<file path="config.mk">
export PLATFORM = sky130hd
export DESIGN_NAME = msirt_xlate
export DESIGN_NICKNAME = d
export VERILOG_FILES = /design/src/rtl/msirt_pkg.sv /design/src/rtl/msirt_cache.sv /design/src/rtl/msirt_walk.sv /design/src/rtl/msirt_xlate.sv
export SDC_FILE = /design/constraint.sdc
export NUM_CORES = 1
export LEC_CHECK = 0
export BUFFER_PORTS_ARGS = -buffer_cell sky130_fd_sc_hd__buf_4
export CELL_PAD_IN_SITES_DETAIL_PLACEMENT = 1
export CELL_PAD_IN_SITES_GLOBAL_PLACEMENT = 2
export CORE_ASPECT_RATIO = 1.1
export CORE_MARGIN = 4
export CORE_UTILIZATION = 41
export DETAILED_ROUTE_END_ITERATION = 12
export PLACE_DENSITY = 0.81
export SYNTH_ARGS = -nofsm -noshare
export SYNTH_HDL_FRONTEND = slang
export SYNTH_SLANG_ARGS = --single-unit
</file>
<file path="constraint.sdc">
create_clock -name clk_i -period 3 [get_ports clk_i]
set_input_delay 0.3 -clock clk_i [delete_from_list [all_inputs] [get_ports clk_i]]
set_output_delay 0.3 -clock clk_i [all_outputs]
set_load 0.005 [all_outputs]
</file>
<file path="src/rtl/msirt_pkg.sv">
package msirt_pkg;
  // entry low word fields
  localparam int unsigned ENT_VLD_BIT = 0;
  localparam int unsigned ENT_PTR_LO  = 6;
  // record control word, read at record byte offset 32
  localparam int unsigned REC_OFS     = 32;
  localparam int unsigned REC_DB_BIT  = 0;
  localparam int unsigned REC_VEC_LO  = 8;
  localparam int unsigned REC_CPU_LO  = 32;
  localparam int unsigned ENT_SHIFT   = 4;  // 16-byte entries

  typedef enum logic [1:0] {ST_IDLE, ST_ENT, ST_REC} walk_st_e;
endpackage

</file>
<file path="src/rtl/msirt_cache.sv">
module msirt_cache #(
  parameter int unsigned IDX_W = 16,
  parameter int unsigned SET_W = 3,
  parameter int unsigned PTR_W = 42
) (
  input  logic             clk_i,
  input  logic             rst_ni,
  input  logic [IDX_W-1:0] lk_idx_i,
  output logic             lk_hit_o,
  output logic [PTR_W-1:0] lk_ptr_o,
  input  logic             fill_en_i,
  input  logic [IDX_W-1:0] fill_idx_i,
  input  logic [PTR_W-1:0] fill_ptr_i,
  input  logic             inv_en_i,
  input  logic [IDX_W-1:0] inv_idx_i
);
  localparam int unsigned SETS  = 1 << SET_W;
  localparam int unsigned TAG_W = IDX_W - SET_W;

  logic [SETS-1:0]  vld_q;
  logic [TAG_W-1:0] tag_q [SETS];
  logic [PTR_W-1:0] ptr_q [SETS];

  logic [SET_W-1:0] lk_set;
  assign lk_set   = lk_idx_i[SET_W-1:0];
  // an invalidate in the same cycle masks the hit
  assign lk_hit_o = vld_q[lk_set] && (tag_q[lk_set] == lk_idx_i[IDX_W-1:SET_W])
                    && !(inv_en_i && inv_idx_i == lk_idx_i);
  assign lk_ptr_o = ptr_q[lk_set];

  for (genvar s = 0; s < SETS; s++) begin : g_set
    logic fill_sel, inv_sel;
    assign fill_sel = fill_en_i && (fill_idx_i[SET_W-1:0] == SET_W'(s));
    assign inv_sel  = inv_en_i && (inv_idx_i[SET_W-1:0] == SET_W'(s))
                      && (tag_q[s] == inv_idx_i[IDX_W-1:SET_W]);
    always_ff @(posedge clk_i or negedge rst_ni) begin
      if (!rst_ni) begin
        vld_q[s] <= 1'b0;
        tag_q[s] <= '0;
        ptr_q[s] <= '0;
      end else if (fill_sel) begin
        vld_q[s] <= 1'b1;
        tag_q[s] <= fill_idx_i[IDX_W-1:SET_W];
        ptr_q[s] <= fill_ptr_i;
      end else if (inv_sel) begin
        vld_q[s] <= 1'b0;
      end
    end
  end
endmodule

</file>
<file path="src/rtl/msirt_walk.sv">
module msirt_walk
  import msirt_pkg::*;
#(
  parameter int unsigned IDX_W = 16,
  parameter int unsigned AW    = 48,
  parameter int unsigned CNT_W = 16,
  localparam int unsigned PTR_W = AW - 6
) (
  input  logic             clk_i,
  input  logic             rst_ni,
  input  logic [AW-1:0]    tbl_base_i,
  input  logic             msi_valid_i,
  input  logic [IDX_W-1:0] msi_index_i,
  output logic             msi_ready_o,
  input  logic             inv_valid_i,
  input  logic [IDX_W-1:0] inv_index_i,
  output logic             mem_req_o,
  output logic [AW-1:0]    mem_addr_o,
  input  logic             mem_rvalid_i,
  input  logic [63:0]      mem_rdata_i,
  input  logic             lk_hit_i,
  input  logic [PTR_W-1:0] lk_ptr_i,
  output logic             fill_en_o,
  output logic [IDX_W-1:0] fill_idx_o,
  output logic [PTR_W-1:0] fill_ptr_o,
  output logic             dlv_valid_o,
  output logic [IDX_W-1:0] dlv_index_o,
  output logic [31:0]      dlv_cpu_o,
  output logic [7:0]       dlv_vec_o,
  output logic             pend_valid_o,
  output logic [IDX_W-1:0] pend_index_o,
  output logic [CNT_W-1:0] fault_cnt_o
);
  walk_st_e         st_q;
  logic [IDX_W-1:0] idx_q;
  logic [PTR_W-1:0] ptr_q;
  logic             kill_q;
  logic             inv_same, ent_ok;

  assign inv_same    = inv_valid_i && (inv_index_i == idx_q);
  assign ent_ok      = mem_rdata_i[ENT_VLD_BIT];
  assign msi_ready_o = (st_q == ST_IDLE);
  assign mem_req_o   = (st_q != ST_IDLE);
  assign mem_addr_o  = (st_q == ST_ENT)
                       ? tbl_base_i + {{(AW-IDX_W-ENT_SHIFT){1'b0}}, idx_q, {ENT_SHIFT{1'b0}}}
                       : {ptr_q, 6'b0} + AW'(REC_OFS);

  // fill suppressed if this index was invalidated while its fetch was in flight
  assign fill_en_o  = (st_q == ST_ENT) && mem_rvalid_i && ent_ok && !kill_q && !inv_same;
  assign fill_idx_o = idx_q;
  assign fill_ptr_o = mem_rdata_i[ENT_PTR_LO +: PTR_W];

  always_ff @(posedge clk_i or negedge rst_ni) begin
    if (!rst_ni) begin
      st_q         <= ST_IDLE;
      idx_q        <= '0;
      ptr_q        <= '0;
      kill_q       <= 1'b0;
      dlv_valid_o  <= 1'b0;
      dlv_index_o  <= '0;
      dlv_cpu_o    <= '0;
      dlv_vec_o    <= '0;
      pend_valid_o <= 1'b0;
      pend_index_o <= '0;
      fault_cnt_o  <= '0;
    end else begin
      dlv_valid_o  <= 1'b0;
      pend_valid_o <= 1'b0;
      unique case (st_q)
        ST_IDLE: if (msi_valid_i) begin
          idx_q  <= msi_index_i;
          kill_q <= 1'b0;
          if (lk_hit_i) begin
            ptr_q <= lk_ptr_i;
            st_q  <= ST_REC;
          end else begin
            st_q  <= ST_ENT;
          end
        end
        ST_ENT: begin
          if (inv_same) kill_q <= 1'b1;
          if (mem_rvalid_i) begin
            if (ent_ok) begin
              ptr_q <= mem_rdata_i[ENT_PTR_LO +: PTR_W];
              st_q  <= ST_REC;
            end else begin
              fault_cnt_o <= fault_cnt_o + 1'b1;
              st_q        <= ST_IDLE;
            end
          end
        end
        ST_REC: if (mem_rvalid_i) begin
          if (mem_rdata_i[REC_DB_BIT]) begin
            dlv_valid_o <= 1'b1;
            dlv_index_o <= idx_q;
            dlv_cpu_o   <= mem_rdata_i[REC_CPU_LO +: 32];
            dlv_vec_o   <= mem_rdata_i[REC_VEC_LO +: 8];
          end else begin
            pend_valid_o <= 1'b1;
            pend_index_o <= idx_q;
          end
          st_q <= ST_IDLE;
        end
        default: st_q <= ST_IDLE;
      endcase
    end
  end
endmodule

</file>
<file path="src/rtl/msirt_xlate.sv">
module msirt_xlate #(
  parameter int unsigned IDX_W = 16,
  parameter int unsigned SET_W = 3,
  parameter int unsigned AW    = 48,
  parameter int unsigned CNT_W = 16
) (
  input  logic             clk_i,
  input  logic             rst_ni,
  input  logic [AW-1:0]    tbl_base_i,
  input  logic             msi_valid_i,
  input  logic [IDX_W-1:0] msi_index_i,
  output logic             msi_ready_o,
  input  logic             inv_valid_i,
  input  logic [IDX_W-1:0] inv_index_i,
  output logic             inv_ack_o,
  output logic             mem_req_o,
  output logic [AW-1:0]    mem_addr_o,
  input  logic             mem_rvalid_i,
  input  logic [63:0]      mem_rdata_i,
  output logic             dlv_valid_o,
  output logic [IDX_W-1:0] dlv_index_o,
  output logic [31:0]      dlv_cpu_o,
  output logic [7:0]       dlv_vec_o,
  output logic             pend_valid_o,
  output logic [IDX_W-1:0] pend_index_o,
  output logic [CNT_W-1:0] fault_cnt_o
);
  localparam int unsigned PTR_W = AW - 6;

  logic             lk_hit, fill_en;
  logic [PTR_W-1:0] lk_ptr, fill_ptr;
  logic [IDX_W-1:0] fill_idx;

  msirt_cache #(.IDX_W(IDX_W), .SET_W(SET_W), .PTR_W(PTR_W)) u_cache (
    .clk_i, .rst_ni,
    .lk_idx_i  (msi_index_i),
    .lk_hit_o  (lk_hit),
    .lk_ptr_o  (lk_ptr),
    .fill_en_i (fill_en),
    .fill_idx_i(fill_idx),
    .fill_ptr_i(fill_ptr),
    .inv_en_i  (inv_valid_i),
    .inv_idx_i (inv_index_i)
  );

  msirt_walk #(.IDX_W(IDX_W), .AW(AW), .CNT_W(CNT_W)) u_walk (
    .clk_i, .rst_ni, .tbl_base_i,
    .msi_valid_i, .msi_index_i, .msi_ready_o,
    .inv_valid_i, .inv_index_i,
    .mem_req_o, .mem_addr_o, .mem_rvalid_i, .mem_rdata_i,
    .lk_hit_i  (lk_hit),
    .lk_ptr_i  (lk_ptr),
    .fill_en_o (fill_en),
    .fill_idx_o(fill_idx),
    .fill_ptr_o(fill_ptr),
    .dlv_valid_o, .dlv_index_o, .dlv_cpu_o, .dlv_vec_o,
    .pend_valid_o, .pend_index_o, .fault_cnt_o
  );

  always_ff @(posedge clk_i or negedge rst_ni) begin
    if (!rst_ni) inv_ack_o <= 1'b0;
    else         inv_ack_o <= inv_valid_i;
  end
endmodule

</file>
After elaboration in Yosys (flattened, before gate mapping)
Cells that the tools add are included.
- reductions and logical operators: 55
- add/subtract/negate cells: 3
- bitwise operators: 2
- equal/unequal tests: 33
- $lt $le $gt $ge: 2
- mux-type cells: 45
- operators with widths (kind ; number):
    2-to-1 mux 42 bit ; 6
    binary-select mux 42 bit (select 3 bit) ; 1
    == test 13 bit ; 9
    case mux 42 bit (2 select lines) ; 1
    adder 48 x 20 -> 48 bit ; 1
    adder 48 x 6 -> 48 bit, second input constant ; 1
    2-to-1 mux 48 bit ; 1
    binary-select mux 13 bit (select 3 bit) ; 1
    == test 16 bit ; 2
    logical AND 1 bit ; 32
    2-to-1 mux 13 bit ; 2
    2-to-1 mux 1 bit ; 25
    == test 3 bit, second input constant ; 8
    nonzero test 2 bit ; 10
    adder 16 x 1 -> 16 bit, second input constant ; 1
    AND reduction 3 bit ; 5
    == test 3 x 2 -> 1 bit, second input constant ; 4
    2-to-1 mux 2 bit ; 5
    inequality test 2 bit, second input constant ; 4
    == test 3 x 1 -> 1 bit, second input constant ; 2
    zero test 3 bit ; 2
    case mux 2 bit (3 select lines) ; 1
    AND reduction 5 bit ; 1
    greater-or-equal comparator 4 bit, second input constant ; 1
    other kinds (11) ; 14
- input port bits: 149
- register bits: 600
- logic and storage cells: 176
- output and inout bits: 141

Logic depth before layout (Yosys ltp)
Gate-level depths: netlist of the first run.
- word-level depth: 10
- gate-level depth with buffers: 14
- mapped depth without buffers: 11

Cells and area by module
A second synthesis of the first run with hierarchy kept.
- cells, all modules: 2390
- area, all modules: 30000.0 um^2
- modules (own cells, without submodules) (module ; cells each ; area each (um^2) ; times used ; sequential area each (um^2)):
    msirt_cache ; 1381 ; 21441.8 ; 1 ; 11210.8
    msirt_walk ; 1008 ; 8533.2 ; 1 ; 3778.6
    msirt_xlate ; 1 ; 25.0 ; 1 ; 25.0

Worst setup path before layout of the first run
No wires, ideal clock.
- path type: flip-flop to output port
- start: register u_walk.idx_q[2] (netlist: u_walk.fill_idx_o[2])
- end: output port mem_addr_o[33]
- arrival: 2.488 ns
- buffers on the path: 1
- required time: 2.700 ns
- cell stages (with the launch flop): 11
- path slack: 0.212 ns
- cells stage by stage: dfrtp_1 ha_1 nand3_1 o211ai_1 a22oi_1 a2111oi_0 or2_2 clkbuf_1 nand4_1 xor2_1 o21ai_0
- longest elaborated chain between the ends: 2
- ends and longest elaborated chain (item ; line ; RTL):
    from (decl) ; msirt_walk.sv:35 ; logic [IDX_W-1:0] idx_q;
    from (signal assigned) ; msirt_walk.sv:71 ; idx_q <= msi_index_i;
    adder 48 x 20 -> 48 bit ; msirt_walk.sv:45 ; ? tbl_base_i + {{(AW-IDX_W-ENT_SHIFT){1'b0}}, idx_q, {ENT_SHIFT{1'b0}}}
    2-to-1 mux 48 bit ; msirt_walk.sv:45 ;
    to (decl) ; msirt_xlate.sv:17 ; output logic [AW-1:0] mem_addr_o,
No other way between the ends.

Worst setup path after layout of the first run
- start: register u_walk.idx_q[1] (netlist: u_walk.fill_idx_o[1])
- end: output port mem_addr_o[41]
The elaborated chain is that of the path after synthesis.

==> results of run 1 <==
## Yosys cell counts (all sizes together) (2+ instances only)
cell type  count
inv           14
and4           5
o21bai         2
xnor2         57
mux2         484
a221oi         5
o21ai         55
a2111oi        2
a31oi          4
or2            5
nor4          30
nor3          15
o31ai          5
buf           84
a22oi         43
dfrtp        600
or4            2
nand3b        43
o21a           4
a21oi         14
nand2b        10
ha            17
xor2         143
o22ai          5
clkbuf       112
a22o          43
or3           48
nor2b          5
and3           9
a21boi         2
mux4         100
a21o           9
nand3         59
mux2i         62
and2          10
nand4         27
a211oi         2
nor2          23
o211ai         6
nand2        249
## what timing repair did
| action | in CTS | in global routing |
|---|---|---|
| endpoints found under the setup margin | 424 | 320 |
| cloned | 3 | 15 |
| pin swaps | 32 | 30 |
| buffers inserted | 17 | 20 |
| hold endpoints to repair | 307 | 0 |
| gates resized for setup | 75 | 109 |
| hold buffers | 69 | 0 |
## registers in the layout (all words and copies together), names as in the netlist, 2 cells and up
register,count
u_walk.dlv_index_o,16
u_walk.fill_idx_o,16
u_walk.ptr_q,42
u_cache.tag_q,104
u_walk.dlv_cpu_o,32
u_cache.ptr_q,336
u_cache.vld_q,8
u_walk.st_q,2
u_walk.dlv_vec_o,8
u_walk.fault_cnt_o,16
u_walk.pend_index_o,16
## worst max-delay path: cells and delay by family (launching register included)
kind / cells / cell delay (ns)
compound gates: 6 / 1.34
fa+ha+maj: 1 / 0.31
buf+inv: 2 / 0.27
flops: 1 / 0.45
simple gates: 1 / 0.35
## report_power, final
group / switching (mW) / internal (mW) / total, mW / leakage [nW]
Clock: 3.53 / 5.07 / 8.60 / 1.12
Combinational: 7.04 / 7.84 / 14.9 / 9.59
Sequential: 2.63 / 11.6 / 14.3 / 7.75
## layer usage
layer / wire length (µm) / global-route usage [%] / vias up
met5: 13 / 0 / -
met4: 2835 / 7.820 / 2
met3: 6550 / 4.148 / 155
met2: 53550 / 44.37 / 751
met1: 46190 / 35.80 / 12110
li1: - / - / 9617
## worst paths after layout
path	startpoint	endpoint	cells after the start
worst min-delay path	mem_rvalid_i	u_walk.st_q[0]$_DFFE_PN0P_	3
worst max-delay path	u_walk.fill_idx_o[1]$_DFFE_PN0P_	mem_addr_o[41]	10
worst max register to register	u_walk.fill_idx_o[2]$_DFFE_PN0P_	u_cache.ptr_q[173]$_DFFE_PN0P_	14
max in group asynchronous	rst_ni	u_walk.dlv_cpu_o[21]$_DFFE_PN0P_	3
min in group asynchronous	rst_ni	u_cache.tag_q[44]$_DFFE_PN0P_	2
worst min register to register	u_walk.dlv_cpu_o[25]$_DFFE_PN0P_	u_walk.dlv_cpu_o[25]$_DFFE_PN0P_	2
## cell type report
type / instances / share of cell area [%]
clock inverters: 24 / 0.9071
diodes: 4 / 0.02564
flip-flops and latches: 600 / 38.48
inverters: 14 / 0.1346
multi-input cells: 1613 / 38.74
repair buffers: 563 / 13.68
clock buffers: 97 / 4.975
well taps: 954 / 3.058
## cells by family after synthesis
logic type	count (synthesis)	synth area share [%]
AOI/OAI and AO/OA	205	4.686
xor gates and xnor gates	200	5.755
adders and majority gates	18	0.7646
buffers and inverters	210	3.174
DFF	600	49.33
muxes	646	27.35
and+or+nand+nor	543	8.941
==> flow_metrics.py, run 1 <==
metrics = {
    "timing": {
        "rsz0062_at_grt": "yes",
        "tns_ns": -33.94,
        "final.min_clock_period_ns": 3.653,
        "max_slew_margin_pct": 34.08,
        "max_freq_mhz": 273.7,
        "maxSlewViolCount": 0,
        "setup_viol": 251,
        "period_share_pct": 121.8,
        "worst_slack_ns": -0.6531,
        "hold_slack_ns": 0.02254,
        "hold_viol_final": 0,
        "clock_skew_ns": 0.04227,
        "worstMarginPinSlew_ns": 0.9888,
    },
    "worst_hold_path": {
        "hold_path.class": "input pin to flip-flop",
    },
    "place": {
        "place.gp.congestion": 0.9199,
        "place_area_mm2": 0.03457,
        "post-place-ws_ns": -0.4181,
        "dp_hpwl_um": 70160,
        "port_buffers": 284,
        "dp_cells": 3622,
    },
    "synth": {
        "synth_flop_cell": "dfrtp_1",
        "syn-num-nets": 2589,
        "synth_area_leader_cell": "dfrtp_1",
        "synth_edf_count": 0,
        "syn_area_mm2": 0.03044,
        "synth_area_leaders": "dfrtp_1 (49%), mux2_2 (17%), mux4_2 (7.4%), xor2_1 (4.1%), nand2_1 (3.1%)",
        "ys_warn_count": 0,
        "seq_area_frac_synth_pct": 49.33,
        "synthArstFlopShare_pct": 100.0,
        "synth_cells": 2422,
        "synth.avg_cell_area_um2": 12.57,
        "synth_top_area_share_pct": 49.33,
        "synth_seq_cells": 600,
        "synth_cell_types": 57,
    },
    "global_routing": {
        "grt_pass1_vias": 24832,
        "grt_util_all_layers_pct": 26.48,
        "antenna_found_initial": 3,
        "grt_pass1_wl_um": 158700,
        "grt.overflow.total": 0,
        "grt_max_degree": 88,
    },
    "outcome": {
        "violations": "negative setup slack",
        "outcome": "complete, but fails checks",
    },
    "setup_path": {
        "path_class": "flip-flop to primary output",
        "slowest_stage": "dfrtp_2",
        "arrival_ns": 3.35,
        "critPathMaxFanout": 5,
        "crit_path_frequent_cell": "buf_6",
        "cp.required_ns": 2.70,
        "critPathMaxStageDelay_ns": 0.45,
        "crit_path_start_kind": "flip-flop",
        "reg2reg_slack_ns": -0.18,
        "cp-end-kind": "primary output",
        "cp_cell_sequence": "ha_4 > a21oi_4 > o211ai_1 > a22oi_2 > a2111oi_4 > o21ai_2 > buf_6 > or3_4 > a31oi_4 > buf_6",
    },
    "final_layout": {
        "final_common_cell": "dfrtp_1",
        "fillers": 7388,
        "multi_input_area_mm2": 0.01512,
        "seqCellArea_mm2": 0.01502,
        "final_core_util_pct": 53.19,
        "nets": 3027,
        "drive_gt1_share_pct": 43.59,
        "final_cells": 3869,
        "final_cell_area_mm2": 0.03903,
        "syn_to_final_growth_pct": 28.25,
        "mostFrequentLayoutCells": "dfrtp_1 (596), mux2_2 (454), buf_4 (406)",
    },
    "routing": {
        "firstDrtPassIters": 5,
        "drcViolationCount": 0,
        "antenna_left": 0,
        "via_per_inst": 5.850,
        "wirelength_um": 109100,
        "dr_total_vias": 22635,
        "routedWlPerCell_um": 28.21,
        "first_iter_violations": 1926,
    },
    "power": {
        "powerDensity_mw_per_mm2": 967.1,
        "total_power_mw": 37.75,
        "p_leak_nw": 18.46,
        "peakVddDrop_mv": 0.4988,
    },
    "clock_tree": {
        "cts.clk_slew.worst_paths_ns": 0.06,
        "cts_tree": "yes",
        "h-tree-depth": 3,
        "cts_buffer_depth": 3,
        "clk_latency_ns": 0.63,
        "cts-buffers-inserted": 68,
        "clock-sinks": 600,
        "cts_root_buf": "clkbuf_16",
    },
    "floorplan": {
        "boundaryPins": 290,
        "rows": 104,
        "core_area_mm2": 0.07339,
        "initial_core_util_pct": 41.47,
        "dieArea_mm2": 0.07866,
        "die_h_um": 293.8,
        "die_x_um": 267.8,
    },
    "run": {
        "maxCapViolCount": 0,
    },
}
(Power assumes the default switching activity.)
==> run 2, diff against run 1 <==
- clock period: 3 -> 4 ns (I/O delays scaled with it)
==> flow_metrics.py, run 2 (synthesis results as in run 1) <==
metrics = {
    "clock_tree": {
        "cts.clk_slew.worst_paths_ns": 0.06,
        "cts_tree": "yes",
        "clock-sinks": 600,
        "cts-buffers-inserted": 66,
        "clk_latency_ns": 0.60,
        "cts_root_buf": "clkbuf_16",
        "cts_buffer_depth": 3,
        "h-tree-depth": 3,
    },
    "setup_path": {
        "timing.rr.start": "u_walk.fill_idx_o[15]$_DFFE_PN0P_",
        "crit_path_start_kind": "flip-flop",
        "cp-end-kind": "primary output",
        "r2r_cells": 8,
        "arrival_ns": 3.49,
        "r2r-end": "u_cache.ptr_q[226]$_DFFE_PN0P_",
        "cp.required_ns": 3.60,
        "path_class": "flip-flop to primary output",
        "critPathMaxFanout": 6,
        "reg2reg_slack_ns": 0.66,
    },
    "power": {
        "p_leak_nw": 17.13,
        "total_power_mw": 26.81,
        "peakVddDrop_mv": 0.4548,
        "powerDensity_mw_per_mm2": 738.9,
    },
    "global_routing": {
        "use_met2_pct": 41.50,
        "grt_max_degree": 105,
        "grt_util_all_layers_pct": 25.35,
        "grt_pass1_wl_um": 152400,
        "grt_pass1_vias": 24170,
        "use_met3_pct": 3.679,
        "grt_use_met1_pct": 34.77,
        "grt.overflow.total": 0,
        "antenna_found_initial": 6,
        "top_usage_layer": "met2",
    },
    "final_layout": {
        "final_cell_area_mm2": 0.03628,
        "fillers": 7522,
        "max_flop_register": "u_cache.ptr_q",
        "largest_reg_flops": 336,
        "mostFrequentLayoutCells": "dfrtp_1 (598), mux2_2 (471), buf_4 (342)",
        "nets": 2844,
        "final_core_util_pct": 49.43,
        "final_cells": 3683,
        "syn_to_final_growth_pct": 19.20,
        "final_common_cell": "dfrtp_1",
        "top_regs": "u_cache.ptr_q (336), u_cache.tag_q (104), u_walk.ptr_q (42)",
        "seqCellArea_mm2": 0.01502,
        "multi_input_area_mm2": 0.01461,
        "drive_gt1_share_pct": 39.40,
    },
    "floorplan": {
        "die_h_um": 293.8,
        "initial_core_util_pct": 41.47,
        "die_x_um": 267.8,
        "boundaryPins": 290,
        "dieArea_mm2": 0.07866,
        "core_area_mm2": 0.07339,
        "rows": 104,
    },
    "routing": {
        "wirelength_um": 100500,
        "first_iter_violations": 1434,
        "routedWlPerCell_um": 27.30,
        "antenna_left": 0,
        "firstDrtPassIters": 5,
        "via_per_inst": 5.869,
        "drcViolationCount": 0,
        "dr_total_vias": 21614,
    },
    "timing": {
        "hold_viol_final": 0,
        "worst_slack_ns": 0.1067,
        "final.min_clock_period_ns": 3.893,
        "max_freq_mhz": 256.9,
        "maxSlewViolCount": 0,
        "rsz0062_at_grt": "yes",
        "worstMarginPinSlew_ns": 1.124,
        "setup_viol": 0,
        "tns_ns": 0,
        "hold_slack_ns": 0.07921,
        "period_share_pct": 97.33,
        "clock_skew_ns": 0.02323,
        "max_slew_margin_pct": 24.95,
    },
    "worst_hold_path": {
        "hp-start": "mem_rdata_i[9]",
        "worst_hold_path.num_cells": 3,
        "hold_path.class": "input pin to flip-flop",
        "hold_end": "u_walk.dlv_vec_o[1]$_DFFE_PN0P_",
    },
    "place": {
        "place.gp.congestion": 0.9358,
        "post-place-ws_ns": 0.1932,
        "place_area_mm2": 0.03373,
        "dp_hpwl_um": 66380,
        "port_buffers": 284,
        "dp_cells": 3541,
    },
    "run": {
        "maxCapViolCount": 0,
    },
    "outcome": {
        "outcome": "finished, final reports clean",
    },
}
==> run 2: changes by cell type in the layout (fill, tap and decap cells not counted), sizes merged, moves of 3 or more <==
cell	previous run	this run
buf	482	364
clkbuf	109	94
clkinv	15	7
clkinvlp	1	4
dlygate4sd3	69	18
inv	16	20
==> run 2: metal layers <==
layer / share of wire [%] / wire, µm
met1: 43 / 43580
met2: 48 / 48350
met3: 5.2 / 5211
met4: 3.3 / 3334
met5: 0.054 / 54
==> run 2: layout make-up <==
| type | count | share of cell area (%) |
|---|---|---|
| Sequential cell | 600 | 41.39 |
| Inverter | 14 | 0.1449 |
| Clock buffer | 94 | 5.260 |
| Antenna cell | 3 | 0.02069 |
| Multi-Input combinational cell | 1613 | 40.28 |
| Timing Repair Buffer | 382 | 8.750 |
| Tap cell | 954 | 3.290 |
| Clock inverter | 23 | 0.8622 |
==> run 2: how the worst max path moves through the flow <==
stage,startpoint,endpoint,slack (ns),cells after the start
floorplan,u_walk.fill_idx_o[2]$_DFFE_PN0P_,mem_addr_o[33],1.11,10
global route,u_walk.fill_idx_o[7]$_DFFE_PN0P_,mem_addr_o[23],-0.04,10
finish,u_walk.fill_idx_o[7]$_DFFE_PN0P_,mem_addr_o[23],0.11,10
global placement,tbl_base_i[8],mem_addr_o[25],0.17,10
detailed placement,tbl_base_i[8],mem_addr_o[25],0.19,10
CTS,u_walk.fill_idx_o[0]$_DFFE_PN0P_,mem_addr_o[16],0.04,12
==> run 2: power by group <==
part	internal [mW]	total, mW	switching, mW
registers	8.72	10.6	1.92
clock network	3.73	6.30	2.56
logic	5.11	9.87	4.77
==> run 2: worst max-delay path, stage by stage, from the launching register on <==
cell	delay, ns
dfrtp_1	0.38
ha_1	0.43
nand3_1	0.12
o211ai_1	0.26
a22oi_2	0.18
a2111oi_4	0.54
or2_2	0.34
and4_1	0.25
xnor2_1	0.12
o21ai_0	0.08
buf_4	0.18
==> run 2: timing repair <==
action | 4_1_cts | 5_1_grt
setup endpoints to repair | 19 | 29
pin swaps | 0 | 6
hold buffers | 18 | 0
gates cloned | 0 | 1
setup buffers | 0 | 3
hold endpoints to repair | 108 | 0
resized for setup | 8 | 17
==> run 3, diff against run 2 <==
- CORE_MARGIN: 4 -> 5
- CORE_UTILIZATION: 41 -> 45
- PLACE_DENSITY: 0.81 -> 0.87
- REMOVE_ABC_BUFFERS: default -> 1
- clock period: 4 -> 4.6 ns (I/O delays scaled with it)
==> flow_metrics.py, run 3 (synthesis results as in run 1) <==
metrics = {
    "outcome": {
        "outcome": "finished, final reports clean",
    },
    "timing": {
        "final.min_clock_period_ns": 4.442,
        "rsz0062_at_grt": "no",
        "hold_viol_final": 0,
        "period_share_pct": 96.57,
        "worst_slack_ns": 0.1576,
        "tns_ns": 0,
        "setup_viol": 0,
        "clock_skew_ns": 0.02384,
        "max_freq_mhz": 225.1,
        "maxSlewViolCount": 0,
        "max_slew_margin_pct": 22.58,
        "worstMarginPinSlew_ns": 1.158,
        "hold_slack_ns": 0.02955,
    },
    "clock_tree": {
        "cts-buffers-inserted": 67,
        "clock-sinks": 600,
        "clk_latency_ns": 0.61,
        "cts_setup_buffers": 0,
        "cts_root_buf": "clkbuf_16",
        "h-tree-depth": 3,
        "cts.clk_slew.worst_paths_ns": 0.06,
        "cts_tree": "yes",
        "cts_buffer_depth": 3,
    },
    "final_layout": {
        "max_flop_register": "u_cache.ptr_q",
        "drive_gt1_share_pct": 38.91,
        "nets": 2802,
        "mostFrequentLayoutCells": "dfrtp_1 (596), mux2_2 (471), buf_4 (321)",
        "final_cell_area_mm2": 0.03572,
        "syn_to_final_growth_pct": 17.35,
        "largest_reg_flops": 336,
        "top_regs": "u_cache.ptr_q (336), u_cache.tag_q (104), u_walk.ptr_q (42)",
        "final_common_cell": "dfrtp_1",
    },
    "routing": {
        "first_iter_violations": 1423,
        "firstDrtPassIters": 8,
        "routedWlPerCell_um": 28.05,
        "via_per_inst": 6.010,
        "dr_total_vias": 21378,
        "antenna_left": 0,
        "drcViolationCount": 0,
        "wirelength_um": 99770,
    },
    "setup_path": {
        "cp.required_ns": 4.14,
        "arrival_ns": 3.98,
        "crit_path_start_kind": "flip-flop",
        "path_class": "flip-flop to primary output",
        "cp-end-kind": "primary output",
        "critPathMaxFanout": 7,
        "r2r_cells": 9,
    },
    "power": {
        "p_leak_nw": 16.94,
        "powerDensity_mw_per_mm2": 649.8,
        "peakVddDrop_mv": 0.3296,
    },
    "global_routing": {
        "grt.overflow.total": 0,
        "grt_util_all_layers_pct": 26.95,
        "antenna_found_initial": 6,
        "grt_max_degree": 117,
        "grt_pass1_wl_um": 150600,
        "grt_pass1_vias": 23982,
    },
    "floorplan": {
        "core_area_mm2": 0.06731,
        "boundaryPins": 290,
        "die_h_um": 282.8,
        "initial_core_util_pct": 45.21,
        "rows": 100,
        "dieArea_mm2": 0.07294,
        "die_x_um": 258.0,
    },
    "place": {
        "dp_hpwl_um": 63870,
        "place.gp.congestion": 0.8605,
        "post-place-ws_ns": 0.3512,
        "port_buffers": 284,
        "place_area_mm2": 0.03342,
    },
    "worst_hold_path": {
        "worst_hold_path.num_cells": 1,
        "hold_path.class": "input pin to flip-flop",
    },
    "run": {
        "maxCapViolCount": 0,
    },
}
-- run 3: cell count changes in the layout (fill, tap and decap cells not counted), sizes merged --
cell / delta
dlygate4sd3: -17
buf: -25
diode: +1
clkinv: +8
or2: -1
clkbuf: -2
inv: -1
clkinvlp: -2
-- run 3: metrics by stage --
| stage | std cells | total power, mW | utilization, % |
|---|---|---|---|
| after detailed placement | 3432 | 17.59 | 49.64 |
| after floorplan | 2226 | 13.68 | - |
| after global routing | 3556 | 24.41 | 53.06 |
| after CTS | 3553 | 23.34 | 53.03 |
| after global placement | 3432 | 16.98 | 49.64 |
| final | 3557 | 23.21 | 53.06 |
-- run 3: per-layer routing --
layer	global-route usage, %	share of wire [%]	vias up	routed length, µm
met5	0	0.018	-	18
met4	11.30	4.3	2	4337
met3	5.019	6.0	194	6022
met2	46.04	50	692	49530
met1	34.07	40	11318	39870
li1	-	-	9172	-
-- run 3: worst paths after layout --
kind	from	endpoint	slack, ns
max in group asynchronous	rst_ni	u_walk.dlv_index_o[15]$_DFFE_PN0P_	2.80
min reg2reg	u_walk.dlv_cpu_o[23]$_DFFE_PN0P_	u_walk.dlv_cpu_o[23]$_DFFE_PN0P_	0.48
min in group asynchronous	rst_ni	u_walk.dlv_cpu_o[26]$_DFFE_PN0P_	0.43
max reg2reg	u_walk.fill_idx_o[12]$_DFFE_PN0P_	u_cache.ptr_q[125]$_DFFE_PN0P_	0.86
max	u_walk.fill_idx_o[1]$_DFFE_PN0P_	mem_addr_o[16]	0.16
min	inv_valid_i	inv_ack_o$_DFF_PN0_	0.03
-- run 3: critical path, stage by stage, from the launching register on --
cell and delay (ns):
dfrtp_2 0.47, inv_1 0.20, fa_1 0.26, nor2b_1 0.06, o21ai_0 0.27, a21boi_2 0.16
o211ai_1 0.48, a21boi_0 0.21, o21a_1 0.23, o21a_1 0.17, o31ai_1 0.62, buf_4 0.23
-- run 3: power breakdown --
group	total, mW	internal (mW)	leakage [nW]	switching (mW)
Combinational	8.39	4.32	8.06	4.07
Sequential	9.24	7.58	7.75	1.66
Clock	5.58	3.30	1.13	2.29
Total	23.2	15.2	16.9	8.01
-- run 3: layout make-up --
type / instances / area [µm²]
flip-flops and latches: 600 / 15020
diodes: 4 / 10.01
clock buffers: 92 / 1932
well taps: 867 / 1085
multi-input cells: 1612 / 14520
inverters: 14 / 52.55
repair buffers: 340 / 2766
fillers: 6728 / 31600
clock inverters: 28 / 336.6
-- run 3: what timing repair did --
item                       in CTS  in global routing
hold endpoints to repair       70                  0
hold buffers                    1                  0
setup endpoints to repair      17                 14
resized for setup               5                  3
pin swaps                       0                  2
